File: config.mk
export PLATFORM = sky130hd
export DESIGN_NAME = aud_subframe_fmt
export DESIGN_NICKNAME = d
export VERILOG_FILES = /design/src/rtl/aud_fmt_pkg.sv /design/src/rtl/aud_cs_regfile.sv /design/src/rtl/aud_seq_counter.sv /design/src/rtl/aud_subframe_packer.sv /design/src/rtl/aud_subframe_fmt.sv
export SDC_FILE = /design/constraint.sdc
export NUM_CORES = 1
export LEC_CHECK = 0
export ABC_AREA = 1
export BUFFER_PORTS_ARGS = -buffer_cell sky130_fd_sc_hd__clkbuf_2
export CORE_MARGIN = 8
export CORE_UTILIZATION = 60
export CTS_CLUSTER_DIAMETER = 80
export DETAILED_ROUTE_END_ITERATION = 16
export PLACE_DENSITY_LB_ADDON = 0.2
export SETUP_SLACK_MARGIN = 0.2
export SYNTH_ARGS = -nofsm -noshare
export SYNTH_HDL_FRONTEND = slang
export SYNTH_HIERARCHICAL = 1
export SYNTH_SLANG_ARGS = --single-unit
File: constraint.sdc
create_clock -name clk -period 3 [get_ports clk]
set_clock_uncertainty 0.2 [all_clocks]
set_input_delay 0.3 -clock clk [delete_from_list [all_inputs] [get_ports clk]]
set_output_delay 0.3 -clock clk [all_outputs]
set_load 0.05 [all_outputs]
File: src/rtl/aud_fmt_pkg.sv
package aud_fmt_pkg;

    localparam int WORD_W  = 32;
    localparam int AUD_W   = 24;
    localparam int BIT_BLK = 28;   // block-start marker
    localparam int BIT_PAR = 27;   // even parity over 26..0
    localparam int BIT_C   = 26;   // channel-status bit

    typedef logic [WORD_W-1:0] word_t;

    // Subframe mode: flags down by four, preamble bit 3 becomes block start
    function automatic word_t repack_subframe(input word_t w);
        return {3'b000, w[3], w[WORD_W-1:4]};
    endfunction

endpackage

File: src/rtl/aud_cs_regfile.sv
module aud_cs_regfile #(
    parameter  int CS_BYTES = 4,
    localparam int ADDR_W   = $clog2(CS_BYTES),
    localparam int CS_BITS  = CS_BYTES * 8
) (
    input  logic               clk,
    input  logic               rst_n,
    input  logic               wr_en,
    input  logic [ADDR_W-1:0]  wr_addr,
    input  logic [7:0]         wr_data,
    output logic [CS_BITS-1:0] cs_flat
);

    for (genvar b = 0; b < CS_BYTES; b++) begin : g_byte
        logic [7:0] byte_d, byte_q;

        always_comb begin
            byte_d = byte_q;
            if (wr_en && (wr_addr == ADDR_W'(b)))
                byte_d = wr_data;
        end

        always_ff @(posedge clk or negedge rst_n) begin
            if (!rst_n) byte_q <= '0;
            else        byte_q <= byte_d;
        end

        assign cs_flat[b*8 +: 8] = byte_q;
    end

endmodule

File: src/rtl/aud_seq_counter.sv
module aud_seq_counter #(
    parameter  int MAX_CH    = 8,
    parameter  int BLOCK_LEN = 192,
    localparam int CNT_W     = $clog2(MAX_CH + 1),
    localparam int CH_W      = $clog2(MAX_CH),
    localparam int FR_W      = $clog2(BLOCK_LEN)
) (
    input  logic             clk,
    input  logic             rst_n,
    input  logic             clr,
    input  logic             step,
    input  logic [CNT_W-1:0] ch_count,
    output logic [CH_W-1:0]  ch_idx,
    output logic [FR_W-1:0]  frame_idx
);

    typedef struct packed {
        logic [CH_W-1:0] ch;
        logic [FR_W-1:0] fr;
    } pos_t;

    pos_t pos_d, pos_q;
    logic last_ch;

    always_comb begin
        pos_d   = pos_q;
        last_ch = (CNT_W'(pos_q.ch) + CNT_W'(1)) >= ch_count;
        if (clr) begin
            pos_d = '0;
        end else if (step) begin
            if (last_ch) begin
                pos_d.ch = '0;
                if (pos_q.fr == FR_W'(BLOCK_LEN - 1))
                    pos_d.fr = '0;
                else
                    pos_d.fr = pos_q.fr + FR_W'(1);
            end else begin
                pos_d.ch = pos_q.ch + CH_W'(1);
            end
        end
    end

    always_ff @(posedge clk or negedge rst_n) begin
        if (!rst_n) pos_q <= '0;
        else        pos_q <= pos_d;
    end

    assign ch_idx    = pos_q.ch;
    assign frame_idx = pos_q.fr;

    AST_CH_IN_RANGE: assert property (@(posedge clk) disable iff (!rst_n)
        CNT_W'(ch_idx) < ch_count);

    AST_FRAME_WRAP: assert property (@(posedge clk) disable iff (!rst_n)
        (!clr && step && last_ch && frame_idx == FR_W'(BLOCK_LEN - 1))
        |=> (frame_idx == '0));

    AST_FRAME_BOUND: assert property (@(posedge clk) disable iff (!rst_n)
        frame_idx < FR_W'(BLOCK_LEN));

    AST_CLR_RESTART: assert property (@(posedge clk) disable iff (!rst_n)
        clr |=> (ch_idx == '0 && frame_idx == '0));

endmodule

File: src/rtl/aud_subframe_packer.sv
module aud_subframe_packer
    import aud_fmt_pkg::*;
#(
    parameter  int MAX_CH     = 8,
    parameter  int BLOCK_LEN  = 192,
    parameter  int CS_BYTES   = 4,
    parameter  int CHNUM_BYTE = 2,
    parameter  int CHNUM_LSB  = 4,
    localparam int CH_W       = $clog2(MAX_CH),
    localparam int FR_W       = $clog2(BLOCK_LEN),
    localparam int CS_BITS    = CS_BYTES * 8,
    localparam int CSI_W      = $clog2(CS_BITS),
    localparam int CHNUM_W    = 4,
    localparam int CHNUM_POS  = CHNUM_BYTE * 8 + CHNUM_LSB
) (
    input  logic               pcm,
    input  word_t              in_word,
    input  logic [CH_W-1:0]    ch_idx,
    input  logic [FR_W-1:0]    frame_idx,
    input  logic [CS_BITS-1:0] cs_flat,
    output word_t              out_word
);

    logic [CS_BITS-1:0] cs_chan;
    logic               c_bit;
    logic               blk;
    word_t              pcm_word;

    always_comb begin
        cs_chan = cs_flat;
        cs_chan[CHNUM_POS +: CHNUM_W] = CHNUM_W'(ch_idx) + CHNUM_W'(1);
        if (frame_idx < FR_W'(CS_BITS))
            c_bit = cs_chan[frame_idx[CSI_W-1:0]];
        else
            c_bit = 1'b0;
        blk = (ch_idx == '0) && (frame_idx == '0);

        pcm_word              = '0;
        pcm_word[AUD_W-1:0]   = in_word[AUD_W-1:0];
        pcm_word[BIT_C]       = c_bit;
        pcm_word[BIT_BLK]     = blk;
        pcm_word[BIT_PAR]     = ^pcm_word[BIT_C:0];

        out_word = pcm ? pcm_word : repack_subframe(in_word);
    end

endmodule

File: src/rtl/aud_subframe_fmt.sv
module aud_subframe_fmt
    import aud_fmt_pkg::*;
#(
    parameter  int MAX_CH    = 8,
    parameter  int MIN_CH    = 2,
    parameter  int BLOCK_LEN = 192,
    parameter  int CS_BYTES  = 4,
    localparam int CNT_W     = $clog2(MAX_CH + 1),
    localparam int CH_W      = $clog2(MAX_CH),
    localparam int FR_W      = $clog2(BLOCK_LEN),
    localparam int CSA_W     = $clog2(CS_BYTES),
    localparam int CS_BITS   = CS_BYTES * 8
) (
    input  logic              clk,
    input  logic              rst_n,
    input  logic              clr,
    input  logic              mode_pcm,
    input  logic [CNT_W-1:0]  chan_cnt,
    input  logic              cs_wr_en,
    input  logic [CSA_W-1:0]  cs_wr_addr,
    input  logic [7:0]        cs_wr_data,
    input  logic              in_valid,
    output logic              in_ready,
    input  logic [31:0]       in_data,
    output logic              out_valid,
    input  logic              out_ready,
    output logic [31:0]       out_data
);

    typedef struct packed {
        logic             cfg_pcm;
        logic [CNT_W-1:0] cfg_cnt;
        logic             o_valid;
        logic             o_pcm;
        word_t            o_data;
    } state_t;

    state_t st_d, st_q;

    logic [CS_BITS-1:0] cs_flat;
    logic [CH_W-1:0]    ch_idx;
    logic [FR_W-1:0]    frame_idx;
    word_t              packed_word;
    logic               accept;
    logic               idle;
    logic [CNT_W-1:0]   cnt_clamped;

    aud_cs_regfile #(.CS_BYTES(CS_BYTES)) u_cs (
        .clk     (clk),
        .rst_n   (rst_n),
        .wr_en   (cs_wr_en),
        .wr_addr (cs_wr_addr),
        .wr_data (cs_wr_data),
        .cs_flat (cs_flat)
    );

    aud_seq_counter #(.MAX_CH(MAX_CH), .BLOCK_LEN(BLOCK_LEN)) u_seq (
        .clk       (clk),
        .rst_n     (rst_n),
        .clr       (clr),
        .step      (accept),
        .ch_count  (st_q.cfg_cnt),
        .ch_idx    (ch_idx),
        .frame_idx (frame_idx)
    );

    aud_subframe_packer #(
        .MAX_CH(MAX_CH), .BLOCK_LEN(BLOCK_LEN), .CS_BYTES(CS_BYTES)
    ) u_pack (
        .pcm       (st_q.cfg_pcm),
        .in_word   (in_data),
        .ch_idx    (ch_idx),
        .frame_idx (frame_idx),
        .cs_flat   (cs_flat),
        .out_word  (packed_word)
    );

    always_comb begin
        in_ready = !clr && (!st_q.o_valid || out_ready);
        accept   = in_valid && in_ready;
        idle     = !accept && (ch_idx == '0);

        if (chan_cnt < CNT_W'(MIN_CH))      cnt_clamped = CNT_W'(MIN_CH);
        else if (chan_cnt > CNT_W'(MAX_CH)) cnt_clamped = CNT_W'(MAX_CH);
        else                                cnt_clamped = chan_cnt;

        st_d = st_q;
        if (idle) begin
            st_d.cfg_pcm = mode_pcm;
            st_d.cfg_cnt = cnt_clamped;
        end
        if (accept) begin
            st_d.o_valid = 1'b1;
            st_d.o_pcm   = st_q.cfg_pcm;
            st_d.o_data  = packed_word;
        end else if (out_ready) begin
            st_d.o_valid = 1'b0;
        end
    end

    always_ff @(posedge clk or negedge rst_n) begin
        if (!rst_n) begin
            st_q         <= '0;
            st_q.cfg_cnt <= CNT_W'(MIN_CH);
        end else begin
            st_q <= st_d;
        end
    end

    assign out_valid = st_q.o_valid;
    assign out_data  = st_q.o_data;

    AST_HOLD_STALL: assert property (@(posedge clk) disable iff (!rst_n)
        (out_valid && !out_ready) |=> (out_valid && $stable(out_data)));

    AST_EVEN_PARITY: assert property (@(posedge clk) disable iff (!rst_n)
        (out_valid && st_q.o_pcm) |-> (^out_data[BIT_PAR:0] == 1'b0));

    AST_PCM_ZERO_FIELDS: assert property (@(posedge clk) disable iff (!rst_n)
        (out_valid && st_q.o_pcm) |->
        (out_data[31:29] == 3'b000 && out_data[25:24] == 2'b00));

    AST_CFG_FROZEN: assert property (@(posedge clk) disable iff (!rst_n)
        (ch_idx != '0) |=> ($stable(st_q.cfg_pcm) && $stable(st_q.cfg_cnt)));

endmodule

==> flow_metrics.tcl <==
set metrics [dict create \
    seqCellArea_mm2 0.00193 \
    antenna_found_initial 0 \
    cap_violations 0 \
    multiInputGateArea_mm2 0.00241 \
    rrSetupSlack_ns 0.79 \
    yosysWarnings 6 \
    criticalPathCategory "reg2reg" \
    place_area_mm2 0.00520 \
    fp.dieH_um 108 \
    finalHoldViolCount 0 \
    cts_tree "yes" \
    fillerInstances 759 \
    diodes 0 \
    synthCells 724 \
    drtAntennaViolNets 0 \
    status "finished clean" \
    startpoint_type "register" \
    rsz0062_at_grt "no" \
    drtIter0Drc 297 \
    cts_buffer_depth 2 \
    setup_viol 0 \
    power_density_mw_per_mm2 807 \
    fin_util_pct 66.3 \
    period_needed_ns 2.21 \
    cts-buffers-inserted 9 \
    peakVddDrop_mv 0.414 \
    grt_pass1_wl_mm 20.0 \
    area_growth_pct 7.40 \
    htree_levels 3 \
    io_pins 87 \
    endpoint_kind "register" \
    hp-class "in2reg" \
    cp.required_ns 3.05 \
    post_drt_wl_per_cell_um 13.8 \
    crit_fanout 8 \
    rows 33 \
    fmax_mhz 452 \
    setup_tns_ns 0 \
    drv_slew 0 \
    relSlewSlack_pct 35.0 \
    final_design_area_no_fill_mm2 0.00545 \
    core_mm2 0.00822 \
    drc 0 \
    start_util_pct 61.7 \
    port_buffers 86 \
    hold_path_depth 3 \
    netlist_area_mm2 0.00507 \
    critPathArrivalTime_ns 2.27 \
    postCtsSetupBuffers 0 \
    clkTransAtPathRegs_ns 0.09 \
    drive_gt1_share_pct 17.0 \
    cts_sinks 77 \
    wirelength_mm 12.1 \
    tightest_slew_ns 0.975 \
    viasPerCell 5.24 \
    grt_remaining_overflow 0 \
    die_w_um 108 \
    clockRootBuffer "clkbuf_8" \
    fin_nets 833 \
    clk_latency_ns 0.36 \
    die_area_mm2 0.0117 \
    grt_max_degree 78 \
    grt_use_total_pct 21.0 \
    syn_avg_cell_area_um2 7.01 \
    place.gp.congestion 0.883 \
    grt_pass1_vias 4408 \
    firstDrtPassIters 5 \
    reg2regPathDepth 10 \
    fin_crit_sh_pct 73.8 \
    detailed_place_hpwl_mm 8.65 \
    leakage_nw 3.12 \
    vias 4622 \
]
[routing by layer]
metal / track usage [%] / vias to the layer above / part of all wire [%]
met5: 0 / - / 0
met4: 8.13 / 0 / 1.6
met3: 4.40 / 20 / 6.7
met2: 35.5 / 146 / 48
met1: 25.8 / 2137 / 43
li1: - / 2319 / -
[cell usage in the layout, fill, tap and decap left out, types with 3 or more instances in the layout]
cell / n
nand4_1: 22
a21oi_1: 3
dlygate4sd3_1: 4
dfrtp_1: 76
conb_1: 3
xnor2_1: 6
o21ai_0: 27
clkbuf_8: 10
xor2_1: 6
ha_1: 8
inv_2: 5
nand3_1: 38
o21ai_1: 12
nor3_1: 4
nand2_2: 5
clkbuf_2: 85
clkinvlp_4: 3
buf_4: 5
nand2_1: 323
inv_1: 54
nor2_1: 52
nand3_4: 3
[final timing paths]
| check | end | start |
|---|---|---|
| min in group asynchronous | out_data[29]$_DFFE_PN0P_ | rst_n |
| worst min register to register | st_q[35]$_DFFE_PN1P_ | st_q[35]$_DFFE_PN1P_ |
| worst max-delay path | u_seq/frame_idx[5]$_DFFE_PN0P_ | u_seq/ch_idx[0]$_DFFE_PN0P_ |
| worst max register to register | u_seq/frame_idx[5]$_DFFE_PN0P_ | u_seq/ch_idx[0]$_DFFE_PN0P_ |
| max in group asynchronous | u_cs/g_byte[0].byte_q[5]$_DFFE_PN0P_ | rst_n |
| worst min-delay path | u_cs/g_byte[1].byte_q[5]$_DFFE_PN0P_ | cs_wr_data[5] |
[report_power, final]
| part | leakage, nW | internal, mW | switching (mW) |
|---|---|---|---|
| logic | 2.05 | 0.578 | 1.46 |
| registers | 0.975 | 1.31 | 0.219 |
| clock network | 0.0951 | 0.411 | 0.426 |
| total | 3.12 | 2.30 | 2.10 |
[timing repair]
| action | in CTS | in global routing |
|---|---|---|
| resized for setup | 0 | 0 |
| hold endpoints to repair | 80 | 0 |
| hold buffers | 4 | 0 |
[through the flow]
step	worst slack [ns]	hold WS, ns	cells	power, mW
after floorplan	1.06	-0.196	726	3.31
final	0.787	0.0137	882	4.40
after CTS	0.801	0.00480	882	4.41
after global routing	0.637	0.0119	882	4.71
after global placement	0.949	0.250	862	3.50
after detailed placement	0.841	0.253	862	3.56
[area by class of cell]
type | count | share of cell area, %
Sequential cell | 77 | 35.4
Clock buffer | 10 | 2.53
Tap cell | 105 | 2.41
Clock inverter | 6 | 1.29
Multi-Input combinational cell | 527 | 44.3
Timing Repair Buffer | 94 | 9.23
Inverter | 63 | 4.89
[worst max-delay path, cell delays in order (launching register included)]
cell     delay, ns
dfrtp_1       0.49
ha_1          0.25
xor2_1        0.16
ha_1          0.30
nand2_1       0.06
inv_1         0.05
nand2_1       0.10
nand2_1       0.19
nand2_2       0.15
nand2_1       0.09
nand2_1       0.06
[registers in the layout, summed over array words and instances, names as in the netlist]
register and count:
out_data 32, st_q 5, u_cs/g_byte.byte_q 28, out_valid 1, u_seq/frame_idx 8, u_seq/ch_idx 3
Note: power is estimated with default switching activity, not from simulation.
